<file path="src/rtl/dwt_pkg.sv">
package dwt_pkg;

  typedef enum logic [1:0] {
    ACT_NONE = 2'd0,
    ACT_SET  = 2'd1,
    ACT_CLR  = 2'd2,
    ACT_TGL  = 2'd3
  } act_e;

  // per-output action set, compare action in the low bits
  typedef struct packed {
    act_e trig;
    act_e per;
    act_e cmp;
  } out_cfg_t;

  // mode layout: clk_sel [2:0], wave A [8:3], wave B [14:9]
  typedef struct packed {
    out_cfg_t b;
    out_cfg_t a;
    logic [2:0] clk_sel;
  } mode_t;

  localparam int MODE_W  = $bits(mode_t);
  localparam int NUM_OUT = 2;

  localparam logic [2:0] ADR_MODE   = 3'd0;
  localparam logic [2:0] ADR_CMP_A  = 3'd1;
  localparam logic [2:0] ADR_CMP_B  = 3'd2;
  localparam logic [2:0] ADR_PERIOD = 3'd3;
  localparam logic [2:0] ADR_CMD    = 3'd4;
  localparam logic [2:0] ADR_COUNT  = 3'd5;

  localparam int CMD_EN   = 0;
  localparam int CMD_DIS  = 1;
  localparam int CMD_TRIG = 2;

  function automatic logic apply_act(act_e a, logic cur);
    case (a)
      ACT_SET: return 1'b1;
      ACT_CLR: return 1'b0;
      ACT_TGL: return ~cur;
      default: return cur;
    endcase
  endfunction

  // trigger beats period, period beats compare
  function automatic logic next_level(out_cfg_t cfg, logic cur, logic trig,
                                      logic ev_per, logic ev_cmp);
    if (trig)        return apply_act(cfg.trig, cur);
    else if (ev_per) return apply_act(cfg.per, cur);
    else if (ev_cmp) return apply_act(cfg.cmp, cur);
    else             return cur;
  endfunction

endpackage

</file>
<file path="src/rtl/dwt_prescaler.sv">
module dwt_prescaler
  import dwt_pkg::*;
#(
  parameter int NUM_DIV = 4,
  parameter bit GEN_CLK = 1'b0
) (
  input  logic       clk,
  input  logic       rst_n,
  input  logic [2:0] sel,
  input  logic       slow_tick,
  input  logic       gen_tick,
  output logic       tick
);

  localparam int PRE_W  = 2 * NUM_DIV - 1;
  localparam int SEL_IW = (NUM_DIV > 1) ? $clog2(NUM_DIV) : 1;

  logic [PRE_W-1:0]   pre_q;
  logic [NUM_DIV-1:0] taps;

  always_ff @(posedge clk or negedge rst_n) begin
    if (!rst_n) pre_q <= '0;
    else        pre_q <= pre_q + 1'b1;
  end

  // tap i fires once every 2^(2i+1) cycles
  for (genvar i = 0; i < NUM_DIV; i++) begin : g_tap
    assign taps[i] = &pre_q[2*i:0];
  end

  always_comb begin
    if (int'(sel) < NUM_DIV) begin
      if (GEN_CLK && sel == 3'd0) tick = gen_tick;
      else                        tick = taps[sel[SEL_IW-1:0]];
    end else begin
      tick = slow_tick;
    end
  end

endmodule

</file>
<file path="src/rtl/dwt_counter.sv">
module dwt_counter #(
  parameter int CNT_W = 16
) (
  input  logic             clk,
  input  logic             rst_n,
  input  logic             tick,
  input  logic             start,
  input  logic             stop,
  input  logic             trig,
  input  logic [CNT_W-1:0] cmp_a,
  input  logic [CNT_W-1:0] cmp_b,
  input  logic [CNT_W-1:0] period,
  output logic [CNT_W-1:0] count,
  output logic             running,
  output logic             ev_a,
  output logic             ev_b,
  output logic             ev_p
);

  logic step;

  assign step = tick && running;
  assign ev_p = step && (count == period);
  assign ev_a = step && (count == cmp_a);
  assign ev_b = step && (count == cmp_b);

  always_ff @(posedge clk or negedge rst_n) begin
    if (!rst_n)     running <= 1'b0;
    else if (stop)  running <= 1'b0;
    else if (start) running <= 1'b1;
  end

  always_ff @(posedge clk or negedge rst_n) begin
    if (!rst_n)    count <= '0;
    else if (trig) count <= '0;
    else if (step) count <= ev_p ? '0 : count + 1'b1;
  end

endmodule

</file>
<file path="src/rtl/dwt_wave_out.sv">
module dwt_wave_out
  import dwt_pkg::*;
(
  input  logic     clk,
  input  logic     rst_n,
  input  out_cfg_t cfg,
  input  logic     trig,
  input  logic     ev_per,
  input  logic     ev_cmp,
  output logic     wave
);

  always_ff @(posedge clk or negedge rst_n) begin
    if (!rst_n) wave <= 1'b0;
    else        wave <= next_level(cfg, wave, trig, ev_per, ev_cmp);
  end

endmodule

</file>
<file path="src/rtl/dual_wave_timer.sv">
module dual_wave_timer
  import dwt_pkg::*;
#(
  parameter int CNT_W   = 16,
  parameter int NUM_DIV = 4,
  parameter bit GEN_CLK = 1'b0
) (
  input  logic             clk,
  input  logic             rst_n,
  input  logic             wr_en,
  input  logic [2:0]       wr_addr,
  input  logic [CNT_W-1:0] wr_data,
  input  logic [2:0]       rd_addr,
  output logic [CNT_W-1:0] rd_data,
  input  logic             slow_tick,
  input  logic             gen_tick,
  output logic             wave_a,
  output logic             wave_b,
  output logic [CNT_W-1:0] count
);

  mode_t            mode_q;
  logic [CNT_W-1:0] cmp_a_q, cmp_b_q, period_q;

  logic cmd_wr, cmd_start, cmd_stop, cmd_trig;
  logic tick, running, ev_a, ev_b, ev_p;

  assign cmd_wr    = wr_en && (wr_addr == ADR_CMD);
  assign cmd_start = cmd_wr && wr_data[CMD_EN];
  assign cmd_stop  = cmd_wr && wr_data[CMD_DIS];
  assign cmd_trig  = cmd_wr && wr_data[CMD_TRIG];

  always_ff @(posedge clk or negedge rst_n) begin
    if (!rst_n) begin
      mode_q   <= '0;
      cmp_a_q  <= '0;
      cmp_b_q  <= '0;
      period_q <= '0;
    end else if (wr_en) begin
      case (wr_addr)
        ADR_MODE:   mode_q   <= mode_t'(wr_data[MODE_W-1:0]);
        ADR_CMP_A:  cmp_a_q  <= wr_data;
        ADR_CMP_B:  cmp_b_q  <= wr_data;
        ADR_PERIOD: period_q <= wr_data;
        default:    ;
      endcase
    end
  end

  always_comb begin
    case (rd_addr)
      ADR_MODE:   rd_data = CNT_W'(mode_q);
      ADR_CMP_A:  rd_data = cmp_a_q;
      ADR_CMP_B:  rd_data = cmp_b_q;
      ADR_PERIOD: rd_data = period_q;
      ADR_COUNT:  rd_data = count;
      default:    rd_data = '0;
    endcase
  end

  dwt_prescaler #(.NUM_DIV(NUM_DIV), .GEN_CLK(GEN_CLK)) u_pre (
    .clk       (clk),
    .rst_n     (rst_n),
    .sel       (mode_q.clk_sel),
    .slow_tick (slow_tick),
    .gen_tick  (gen_tick),
    .tick      (tick)
  );

  dwt_counter #(.CNT_W(CNT_W)) u_cnt (
    .clk     (clk),
    .rst_n   (rst_n),
    .tick    (tick),
    .start   (cmd_start),
    .stop    (cmd_stop),
    .trig    (cmd_trig),
    .cmp_a   (cmp_a_q),
    .cmp_b   (cmp_b_q),
    .period  (period_q),
    .count   (count),
    .running (running),
    .ev_a    (ev_a),
    .ev_b    (ev_b),
    .ev_p    (ev_p)
  );

  out_cfg_t             cfg_v [NUM_OUT];
  logic [NUM_OUT-1:0]   ev_cmp_v;
  logic [NUM_OUT-1:0]   wave_v;

  assign cfg_v[0]    = mode_q.a;
  assign cfg_v[1]    = mode_q.b;
  assign ev_cmp_v[0] = ev_a;
  assign ev_cmp_v[1] = ev_b;

  for (genvar c = 0; c < NUM_OUT; c++) begin : g_out
    dwt_wave_out u_wave (
      .clk    (clk),
      .rst_n  (rst_n),
      .cfg    (cfg_v[c]),
      .trig   (cmd_trig),
      .ev_per (ev_p),
      .ev_cmp (ev_cmp_v[c]),
      .wave   (wave_v[c])
    );
  end

  assign wave_a = wave_v[0];
  assign wave_b = wave_v[1];

endmodule

</file>
<file path="config.mk">
export PLATFORM = sky130hd
export DESIGN_NAME = dual_wave_timer
export DESIGN_NICKNAME = d
export VERILOG_FILES = /design/src/rtl/dwt_pkg.sv /design/src/rtl/dwt_prescaler.sv /design/src/rtl/dwt_counter.sv /design/src/rtl/dwt_wave_out.sv /design/src/rtl/dual_wave_timer.sv
export SDC_FILE = /design/constraint.sdc
export NUM_CORES = 1
export LEC_CHECK = 0
export ABC_AREA = 1
export BUFFER_PORTS_ARGS = -buffer_cell sky130_fd_sc_hd__buf_4
export CELL_PAD_IN_SITES_DETAIL_PLACEMENT = 0
export CELL_PAD_IN_SITES_GLOBAL_PLACEMENT = 1
export CORE_MARGIN = 10
export CORE_UTILIZATION = 40
export DETAILED_ROUTE_END_ITERATION = 12
export PLACE_DENSITY_LB_ADDON = 0.12
export SETUP_SLACK_MARGIN = 0.4
export SLEW_MARGIN = 20
export SYNTH_ARGS = -nofsm -noshare
export SYNTH_HDL_FRONTEND = slang
export SYNTH_SLANG_ARGS = --single-unit
</file>
<file path="constraint.sdc">
create_clock -name clk -period 2.8 [get_ports clk]
set_clock_uncertainty 0.2 [all_clocks]
set_input_delay 0.42 -clock clk [delete_from_list [all_inputs] [get_ports clk]]
set_output_delay 0.42 -clock clk [all_outputs]
set_load 0.02 [all_outputs]
</file>
# Word level (Yosys, flattened, before mapping)
# Index checks and enable logic that the tools add are counted.
# W data, S select, Z words.
totals:
  inputBits: 27
  register_bits: 89
  output_inout_bits: 34
  wordCells: 100
classes:
  muxes: 21
  add_sub_neg: 2
  n_bitwise: 2
  eq_ne: 33
  reduce_logical: 25
  order_cmp: 2
ops:
  columns: ["operator", "count"]
  rows:
  - ["$pmux W16 S5", 1]
  - ["$eq A16 B16 Y1", 3]
  - ["$mux W16", 3]
  - ["$eq A2 B2 Y1 const B", 12]
  - ["$pmux W1 S3", 6]
  - ["$add A16 B1 Y16 const B", 1]
  - ["$eq A2 B1 Y1 const B", 6]
  - ["$eq A3 B2 Y1 const B", 4]
  - ["$mux W1", 10]
  - ["$ne A5 B2 Y1 const B", 2]
  - ["$reduce_bool A5 Y1", 2]
  - ["$logic_and A1 B1 Y1", 8]
  - ["$ne A4 B1 Y1 const B", 2]
  - ["$reduce_and A2 Y1", 4]
  - ["$reduce_and A4 Y1", 2]
  - ["$add A7 B1 Y7 const B", 1]
  - ["$reduce_and A7 Y1", 1]
  - ["$eq A3 B1 Y1 const B", 2]
  - ["$eq A3 B3 Y1 const B", 2]
  - ["$logic_not A3 Y1", 2]
  - ["$reduce_bool A3 Y1", 2]
  - ["$reduce_and A5 Y1", 1]
  - ["$reduce_bool A2 Y1", 2]
  - ["$lt A2 B3 Y1 const B", 1]
  - ["4 further kinds", 5]

# Longest topological paths before layout
depth:
  ltp_word: 9
  depth_mapped: 18
  mapped_depth_nobuf: 17

# Cells and area by module
# Synthesis repeated with hierarchy kept, for this count alone.
unflattened:
  hier_cells: 803
  area_unflattened_um2: 5619.1
by_module_without_submodules:
  columns: ["mod", "seq_area_each_um2", "area_each_um2", "instances", "cells_per_inst"]
  rows:
  - ["dual_wave_timer", 1576.5, 3279.4, 1, 428]
  - ["dwt_counter", 425.4, 1789.2, 1, 303]
  - ["dwt_prescaler", 175.2, 357.8, 1, 40]
  - ["dwt_wave_out", 25.0, 96.3, 2, 16]

# Least setup slack after synthesis
# Ideal clock, no wire load.
synth_path:
  path_type: "input-to-output"
  startpoint: "input port rd_addr[1]"
  endpoint: "output port rd_data[0]"
  path_slack_ps: 698
  n_path_buf: 1
  cell_stages: 6
  arrival_time_ps: 1482
  cell_sequence: "inv_1 nand3_1 clkbuf_1 o22ai_1 a221oi_1 o21ai_0"
synth_via:
  elab_chain_len: 2
  word_cells_on_any_way: 6
  classes_between: "eq/ne: 4; mux: 1; reduce/logical: 1"
synth_rtl:
  columns: ["element", "line", "source"]
  rows:
  - ["from (decl)", "dual_wave_timer.sv:13", "input logic [2:0] rd_addr,"]
  - ["$eq A3 B3 Y1, or another cell as far along", "dual_wave_timer.sv:51", "case (rd_addr)"]
  - ["$pmux W16 S5 *", "dual_wave_timer.sv:51", null]
  - ["to (decl)", "dual_wave_timer.sv:14", "output logic [CNT_W-1:0] rd_data,"]
# Every way passes the cells marked *; elsewhere a longest branch is shown, timed or not.

# Worst setup path after layout
layout_path:
  startpoint: "input port rd_addr[1]"
  endpoint: "output port rd_data[5]"
# Same word-level chain as after synthesis.

==> results.cfg <==
[status]
status = complete, no violations

[clock_tree]
clk_pin_slew_ns = 0.06
cts_sinks = 89
clock-root-buffer = clkbuf_16
htreeDepth = 3
cts_buffers = 9
cts_tree = built
clockBufferDepth = 2
clk_latency_ns = 0.36

[sta]
setup_tns_ns = 0
min_period_ns = 2.37
fmax_mhz = 422
rsz0062_at_grt = true
hold_viol_final = 0
setup_violations = 0
maxSlewViolCount = 0
tightest_slew_ns = 0.594
holdWs_ns = 0.166
relSlewSlack_pct = 60.4
period_share_pct = 84.6

[detailed_routing]
drc = 0
viasPerCell = 5.13
ant_nets = 0
wl_per_cell_um = 17.6
firstDrtPassIters = 5
vias = 4849
drt_first_iter_violations = 299
drt-total-wl_mm = 16.7

[placement]
port_buffers = 59
dp_hpwl_mm = 12.2
globalplace.congestion = 0.898
placedCellCount = 919

[final_layout]
stdcell_count = 946
fillers = 1333
num_antenna_cells = 0
multi_input_area_um2 = 2650
nets = 805
syn_to_final_growth_pct = 21.0
layout-drive-gt1-share_pct = 18.4
register_area_um2 = 2230

[min_path]
hold_path_end = period_q[14]$_DFFE_PN0P_
hold_class = in -> reg
worstHoldStart = wr_data[14]
holdPathStages = 3

[global_routing]
antenna_found_initial = 0
grt_pass1_vias = 4728
grt_overflow_total = 0
grt_pass1_wl_mm = 25.9
grt_max_degree = 48
gr-usage-all-layers_pct = 18.2

[setup_path]
rrSetupSlack_ns = 0.53
startpoint_type = primary input
critical_path.endpoint_type = primary output
timing.rr.end = u_cnt.count[14]$_DFFE_PN0P_
rr_worst_depth = 16
r2r-start = u_pre.pre_q[0]$_DFF_PN0_
required_ns = 2.18
crit_type = in -> out
worstPathArrival_ns = 1.75
cp_max_fo = 15

[synthesis]
synth-seq-cells = 89
synth_fp_nets = 741
synth_ff_type = dfrtp_1
synth_most_common_cell = nand2_1
seq_area_frac_synth_pct = 42.0
ys_warn_count = 0
synth.top_cell.area_share_pct = 42.0
synth_area_per_cell_um2 = 7.56
synthTopCellsByArea = dfrtp_1 42%, nand2_1 13%, o21ai_0 8.8%
syn_inst = 702
synth_top_area_cell = dfrtp_1
netlist_area_um2 = 5310
synthDistinctLibCells = 40
synth_common_cells = 182 x nand2_1, 93 x o21ai_0, 90 x inv_1
synth-edff-count = 0
ys_async_sr_fraction_pct = 100

[pwr]
power_mw = 4.66
ir_drop_mv = 0.330
power_density_nw_per_um2 = 726
p_leak_nw = 3.06

[floorplanning]
dieArea_um2 = 18300
io_pins = 61
die_w_um = 135
start_util_pct = 40.4
rows = 42
die_h_um = 135
coreArea_um2 = 13100

[flow_run]
drv_cap = 0
[through the flow]
stage / setup WS [ns] / utilization, % / instance area [um2]
5_1_grt: 0.369 / 48.9 / 6420
2_1_floorplan: 0.698 / - / 5310
4_1_cts: 0.401 / 47.4 / 6220
6_report: 0.432 / 48.9 / 6420
3_5_place_dp: 0.363 / 45.0 / 5910
3_3_place_gp: 0.365 / 45.0 / 5910
[worst max-delay path, cell delays in order]
cell and delay, ns:
buf_4 0.10, inv_1 0.07, nand3_1 0.15, clkinvlp_4 0.13
buf_12 0.16, a221oi_1 0.31, o21ai_0 0.20, buf_4 0.20
[cell families after synthesis]
family | after synthesis | share of synthesized area (%)
flops | 89 | 42.0
fa+ha+maj | 12 | 2.83
xor+xnor | 33 | 5.44
buf+inv | 127 | 9.83
compound gates | 143 | 15.4
simple gates | 298 | 24.6
[registers in the layout, summed over array words and instances, names as in the netlist, 2 cells and up]
name,cells
cmp_b_q,16
mode_q,3
cfg_v,12
cmp_a_q,16
u_pre.pre_q,7
period_q,16
g_out.u_wave.wave,2
u_cnt.count,16
[cell type report]
type	count	share of cell area [%]
Inverter	99	6.04
Clock inverter	3	0.624
Timing Repair Buffer	79	9.82
Sequential cell	89	34.7
Multi-Input combinational cell	487	41.2
Clock buffer	12	3.99
Timing Repair inverter	1	0.117
Tap cell	176	3.43
[layer usage]
layer  vias to the layer above  share of wire (%)  track usage (%)
met5                         -                  0                0
met3                        13                5.6             4.38
met4                         0                1.2             5.68
met1                      2291                 49             25.6
li1                       2403                  -                -
met2                       142                 44             26.9
[cell usage in the layout, fill, tap and decap left out, drive strengths merged]
cell	instances
a21oi	13
a221o	1
a221oi	12
a31oi	1
buf	78
bufinv	1
clkbuf	12
clkinv	2
clkinvlp	4
dfrtp	89
dlygate4sd3	1
ha	12
inv	96
nand2	189
nand3	30
nand3b	3
nand4	10
nor2	53
nor2b	1
nor3	11
nor3b	1
o211ai	1
o21a	1
o21ai	97
o221ai	1
o22ai	17
xnor2	23
xor2	10
[power breakdown]
part	total (mW)	internal [mW]	leakage [nW]	switching [mW]
clock network	1.25	0.733	0.148	0.514
logic	1.51	0.618	1.80	0.891
registers	1.91	1.53	1.12	0.377
[worst max-delay path by stage]
stage,start,slack [ns],cells after the start,end
2_1_floorplan,rd_addr[1],0.70,6,rd_data[0]
3_3_place_gp,u_pre.pre_q[0]$_DFF_PN0_,0.36,17,u_cnt.count[12]$_DFFE_PN0P_
3_5_place_dp,u_pre.pre_q[0]$_DFF_PN0_,0.36,17,u_cnt.count[12]$_DFFE_PN0P_
4_1_cts,rd_addr[1],0.40,7,rd_data[5]
5_1_grt,u_pre.pre_q[0]$_DFF_PN0_,0.37,17,u_cnt.count[12]$_DFFE_PN0P_
6_report,rd_addr[1],0.43,8,rd_data[5]
[what timing repair did]
item,in CTS,in global routing
pin swaps,0,4
endpoints found under the hold margin,42,0
hold buffers,1,0
resized for setup,1,28
setup buffers,0,9
endpoints found under the setup margin,2,29
cloned,0,2
Note: power is estimated with default switching activity, not from simulation.
